$ cat src/rtl/ipi_pkg.sv
`timescale 1ns/1ps
// Shared definitions for the inter-core interrupt unit.
package ipi_pkg;
    // Command operation codes; the encoding is visible at the port.
    typedef enum logic [1:0] {
        OP_RAISE = 2'b00,
        OP_ACK   = 2'b01,
        OP_PEEK  = 2'b10,
        OP_WHO   = 2'b11
    } ipi_op_e;
endpackage

$ cat src/rtl/ipi_cmd_decode.sv
`timescale 1ns/1ps
// Command decoder: turns one command into per-receiver set/clear strobes
// and one-hot forms of the argument and issuing core.
// Assumes at most one command per cycle and arg/core below N.
module ipi_cmd_decode #(
    parameter int N   = 4,
    parameter int IDW = 2
) (
    input  logic           cmd_valid,
    input  logic [1:0]     cmd_op,
    input  logic [IDW-1:0] cmd_arg,
    input  logic [IDW-1:0] cmd_core,
    output logic [N-1:0]   set_rcv,
    output logic [N-1:0]   clr_rcv,
    output logic [N-1:0]   arg_hot,
    output logic [N-1:0]   core_hot,
    output logic           peek,
    output logic           who
);
    import ipi_pkg::*;

    ipi_op_e op;
    assign op = ipi_op_e'(cmd_op);

    // Query strobes for the readback stage.
    assign peek = cmd_valid && (op == OP_PEEK);
    assign who  = cmd_valid && (op == OP_WHO);

    // Per-core strobes; a raise toward the issuing core is dropped here.
    always_comb begin
        for (int i = 0; i < N; i++) begin
            arg_hot[i]  = (cmd_arg == IDW'(i));
            core_hot[i] = (cmd_core == IDW'(i));
            set_rcv[i]  = cmd_valid && (op == OP_RAISE) && arg_hot[i] && !core_hot[i];
            clr_rcv[i]  = cmd_valid && (op == OP_ACK) && core_hot[i];
        end
    end
endmodule

$ cat src/rtl/ipi_pend_row.sv
`timescale 1ns/1ps
// Pending-sender register for one receiving core. Holds one bit per sender
// and drives the receiver's interrupt line as the OR of those bits.
// Assumes set and clear are never requested in the same cycle.
module ipi_pend_row #(
    parameter int N = 4
) (
    input  logic         clk,
    input  logic         rst_n,
    input  logic         set_en,
    input  logic [N-1:0] set_mask,
    input  logic         clr_en,
    input  logic [N-1:0] clr_mask,
    output logic [N-1:0] pend,
    output logic         irq
);
    // Record new senders, drop acknowledged ones, clear all on reset.
    always_ff @(posedge clk) begin
        if (!rst_n)
            pend <= '0;
        else if (set_en)
            pend <= pend | set_mask;
        else if (clr_en)
            pend <= pend & ~clr_mask;
    end

    // Line is high while any sender remains recorded.
    assign irq = |pend;
endmodule

$ cat src/rtl/ipi_readback.sv
`timescale 1ns/1ps
// Readback register: captures the result of a status or source query
// and holds it until the next query.
module ipi_readback #(
    parameter int N = 4
) (
    input  logic                clk,
    input  logic                rst_n,
    input  logic                peek,
    input  logic                who,
    input  logic [N-1:0]        arg_hot,
    input  logic [N-1:0]        core_hot,
    input  logic [N-1:0][N-1:0] pend_all,
    output logic [N-1:0]        readback
);
    logic         busy_bit;
    logic [N-1:0] src_vec;

    // Select the queried rows using the one-hot argument and core.
    always_comb begin
        busy_bit = 1'b0;
        src_vec  = '0;
        for (int i = 0; i < N; i++) begin
            busy_bit = busy_bit | (arg_hot[i] & (|pend_all[i]));
            src_vec  = src_vec | (core_hot[i] ? pend_all[i] : '0);
        end
    end

    // Load on a query, otherwise keep the previous result.
    always_ff @(posedge clk) begin
        if (!rst_n)
            readback <= '0;
        else if (peek)
            readback <= {{(N-1){1'b0}}, busy_bit};
        else if (who)
            readback <= src_vec;
    end
endmodule

$ cat src/rtl/ipi_hub.sv
`timescale 1ns/1ps
// Inter-core interrupt unit top. One command per cycle raises, acknowledges
// or queries per-receiver sender vectors; each receiver gets an irq line.
// Assumes external arbitration between issuing cores.
module ipi_hub #(
    parameter int N   = 4,
    parameter int IDW = (N > 1) ? $clog2(N) : 1
) (
    input  logic           clk,
    input  logic           rst_n,
    input  logic           cmd_valid,
    input  logic [1:0]     cmd_op,
    input  logic [IDW-1:0] cmd_arg,
    input  logic [IDW-1:0] cmd_core,
    output logic [N-1:0]   readback,
    output logic [N-1:0]   irq
);
    logic [N-1:0]        set_rcv;
    logic [N-1:0]        clr_rcv;
    logic [N-1:0]        arg_hot;
    logic [N-1:0]        core_hot;
    logic                peek;
    logic                who;
    logic [N-1:0][N-1:0] pend_all;

    ipi_cmd_decode #(.N(N), .IDW(IDW)) u_dec (
        .cmd_valid (cmd_valid),
        .cmd_op    (cmd_op),
        .cmd_arg   (cmd_arg),
        .cmd_core  (cmd_core),
        .set_rcv   (set_rcv),
        .clr_rcv   (clr_rcv),
        .arg_hot   (arg_hot),
        .core_hot  (core_hot),
        .peek      (peek),
        .who       (who)
    );

    // One pending row per receiving core.
    for (genvar r = 0; r < N; r++) begin : g_row
        ipi_pend_row #(.N(N)) u_row (
            .clk      (clk),
            .rst_n    (rst_n),
            .set_en   (set_rcv[r]),
            .set_mask (core_hot),
            .clr_en   (clr_rcv[r]),
            .clr_mask (arg_hot),
            .pend     (pend_all[r]),
            .irq      (irq[r])
        );
    end

    ipi_readback #(.N(N)) u_rb (
        .clk      (clk),
        .rst_n    (rst_n),
        .peek     (peek),
        .who      (who),
        .arg_hot  (arg_hot),
        .core_hot (core_hot),
        .pend_all (pend_all),
        .readback (readback)
    );
endmodule

$ cat config.mk
export PLATFORM = sky130hd
export DESIGN_NAME = ipi_hub
export DESIGN_NICKNAME = d
export VERILOG_FILES = /design/src/rtl/ipi_pkg.sv /design/src/rtl/ipi_cmd_decode.sv /design/src/rtl/ipi_pend_row.sv /design/src/rtl/ipi_readback.sv /design/src/rtl/ipi_hub.sv
export SDC_FILE = /design/constraint.sdc
export NUM_CORES = 1
export LEC_CHECK = 0
export BUFFER_PORTS_ARGS = -buffer_cell sky130_fd_sc_hd__buf_2
export CORE_MARGIN = 5
export CORE_UTILIZATION = 49
export DETAILED_ROUTE_END_ITERATION = 8
export PLACE_DENSITY = 0.73
export REMOVE_ABC_BUFFERS = 1
export SLEW_MARGIN = 40
export SYNTH_ARGS = -nofsm -noshare
export SYNTH_HDL_FRONTEND = slang
export SYNTH_SLANG_ARGS = --single-unit
$ cat constraint.sdc
create_clock -name clk -period 1.55 [get_ports clk]
set_clock_uncertainty 0.2 [all_clocks]
set_input_delay 0.465 -clock clk [delete_from_list [all_inputs] [get_ports clk]]
set_output_delay 0.465 -clock clk [all_outputs]
set_load 0.005 [all_outputs]
==> flow_summary.json <==
{
  "cts_made_buffers": 3,
  "irDropWorstVdd_v": 0.000664,
  "end_kind": "primary output",
  "placed_area_sq_mm": 0.00140,
  "yosys_warnings": 0,
  "track_usage_pct": 19.9,
  "rsz0062_at_grt": "true",
  "synthSimpleGateAreaFrac_pct": 23.4,
  "n_antenna_cell": 0,
  "area_growth_pct": 42.4,
  "dp.cells": 181,
  "cts.sinks": 20,
  "total_power_mw": 1.11,
  "drv_cap": 0,
  "hold_class": "register to register",
  "netlist_instances": 111,
  "grt_pass1_wl_mm": 5.11,
  "ff2ff_path_depth": 7,
  "period_minus_slack_ps": 1990,
  "met1Wirelength_mm": 1.27,
  "drtPass1Iterations": 4,
  "cp.arrival_ps": 1320,
  "p_per_area_mw_per_mm2": 724,
  "worst_pin_slew_ps": 335,
  "startpoint_type": "register",
  "insertion_delay_ps": 310,
  "clk_pin_slew_ps": 140,
  "synth.area.mux_share_pct": 8.33,
  "status": "finished with violations",
  "viasPerCell": 5.69,
  "grt.overflow.total": 0,
  "start_util_pct": 50.3,
  "crit_type": "register to primary output",
  "fmax_ghz": 0.503,
  "top_layer_used": "met4",
  "relSlewSlack_pct": 77.7,
  "drc": 0,
  "grt_pass1_vias": 1103,
  "yosysSeqAreaShare_pct": 37.0,
  "synth_top_family_by_area": "compound AO/OA/AOI/OAI gates",
  "cpPeakStageDelay_ps": 550,
  "drive_gt1_share_pct": 52.2,
  "ant_nets": 0,
  "cts_tree": "yes",
  "worst_slack_ps": -437,
  "drt_iter0_drc": 38,
  "antenna_found_initial": 0,
  "vias": 1075,
  "dieArea_sq_mm": 0.00325,
  "grt_max_degree": 21,
  "cts-root-buf": "clkbuf_4",
  "final_util_pct": 71.6,
  "dp.final_hpwl_mm": 2.33,
  "synth_area_leaders": "dfxtp_1, mux4_2, a21boi_1",
  "stdcell_area_sq_mm": 0.00154,
  "critPathSlowestCell": "or4_4",
  "cp_max_fo": 2,
  "wl_met3_um": 190,
  "die_w_um": 57.0,
  "violations": "setup timing",
  "cts_max_level": 1,
  "synth_top_area_share_pct": 37.0,
  "hold_violations": 0,
  "final-instance-count-excl-fill": 189,
  "synth-compound-area-share_pct": 23.8,
  "drt_wl_total_mm": 3.13,
  "cp_data_required_time_ps": 880,
  "nets": 171,
  "syn_area_sq_mm": 0.00108,
  "finalSetupViolCount": 5,
  "clk_path_buf_depth": 2,
  "met2_length_mm": 1.64,
  "routedWlPerCell_um": 16.5,
  "p_leak_nw": 0.683,
  "slew_violations": 0,
  "synthAdderAreaFrac_pct": 0,
  "yosys.area.top_type": "dfxtp_1",
  "core_area_sq_mm": 0.00215,
  "ys_ff_latch": 20,
  "avgSynthCellArea_sq_um": 9.74,
  "ioPinCount": 17,
  "portBuffers": 16,
  "yosysUniqueCellTypes": 30,
  "post-route-period-util_pct": 128,
  "path_cells": "or4_4 > buf_6",
  "synth_xor_area_share_pct": 0,
  "dieHeight_um": 57.0,
  "gp_congestion": 0.946,
  "hold-path-cell-count": 1,
  "rows": 17
}
==> cells in the mapped netlist, drive strengths merged <==
library cell and count:
buf 10, and2b 2, mux4 4, nor4 3
dfxtp 20, or4 5, a211oi 1, nor3 4
a21boi 10, clkbuf 2, and3 1, nor2b 3
nor2 2, o31a 3, a22oi 4, nand2b 2
o21ai 9, nand3 4, and3b 1, o311a 1
o211a 3, o22ai 1, nand2 11, or3b 1
o21a 3, nand3b 1
==> logic make-up after synthesis <==
family | after synthesis
flops | 20
buf+inv | 12
mux | 4
simple gates | 40
compound gates | 35
==> registers in the layout (all words and copies together) (netlist names) <==
signal,count
g_row.u_row.pend,16
u_rb.readback,4
==> worst max-delay path: cells and delay by family, from the launching register on <==
family,cells,cell delay (ps)
DFF,1,340
buffers and inverters,1,140
and+or+nand+nor,1,550
==> path summary, 6_finish.rpt <==
| check | slack, ps | startpoint | endpoint |
|---|---|---|---|
| worst min-delay path | 310 | g_row[1].u_row.pend[1]$_SDFFE_PN0P_ | g_row[1].u_row.pend[1]$_SDFFE_PN0P_ |
| worst min register to register | 310 | g_row[1].u_row.pend[1]$_SDFFE_PN0P_ | g_row[1].u_row.pend[1]$_SDFFE_PN0P_ |
| worst max register to register | -260 | g_row[3].u_row.pend[0]$_SDFFE_PN0P_ | u_rb.readback[0]$_SDFFE_PN0P_ |
| worst max-delay path | -440 | g_row[3].u_row.pend[0]$_SDFFE_PN0P_ | irq[3] |
==> cells in the final DEF (no fill, tap or decap), types with 2 or more instances in the layout <==
cell type   n
nor4_1      3
buf_2      12
nand2_1    11
dfxtp_1    13
a21boi_0    2
o21a_1      3
nor2b_1     3
dfxtp_2     7
a21boi_1    8
buf_6       5
nand3_1     4
nor3_2      3
o31a_1      3
nor2_1      2
o211a_1     3
mux4_2      4
a22oi_1     4
and2b_1     2
clkbuf_4    3
nand2b_4    2
buf_4      41
o21ai_0     9
or4_4       4
==> stage by stage <==
stage	hold slack [ps]	TNS [ps]	setup slack, ps
2_1_floorplan	233	-772	-87.8
3_3_place_gp	273	-4580	-291
3_5_place_dp	284	-5100	-322
4_1_cts	306	-1860	-442
5_1_grt	327	-2190	-478
6_report	313	-1980	-437
==> layer usage <==
layer,vias up,GRT usage (%)
li1,511,-
met1,519,25.4
met2,43,36.5
met3,2,2.71
met4,0,2.65
met5,-,0
==> report_power, final <==
part,switching [mW],leakage (nW),internal [mW]
logic,0.0763,0.490,0.0783
registers,0.00158,0.165,0.517
clock network,0.181,0.0279,0.261
total,0.259,0.683,0.856
==> final cells by class <==
| cell class | instances | area, sq um |
|---|---|---|
| multi-input combinational | 79 | 618 |
| fill | 163 | 609 |
| timing repair buffer | 58 | 424 |
| sequential | 20 | 409 |
| tap | 28 | 35.0 |
| clock inverter | 1 | 30.0 |
| clock buffer | 3 | 22.5 |
==> timing repair <==
item / CTS / global route
pin swaps: 2 / 3
gates resized for setup: 12 / 5
setup buffers: 1 / 3
hold buffers: 0 / 0
setup endpoints to repair: 7 / 5
No activity file was read; power rests on OpenSTA's default activity.
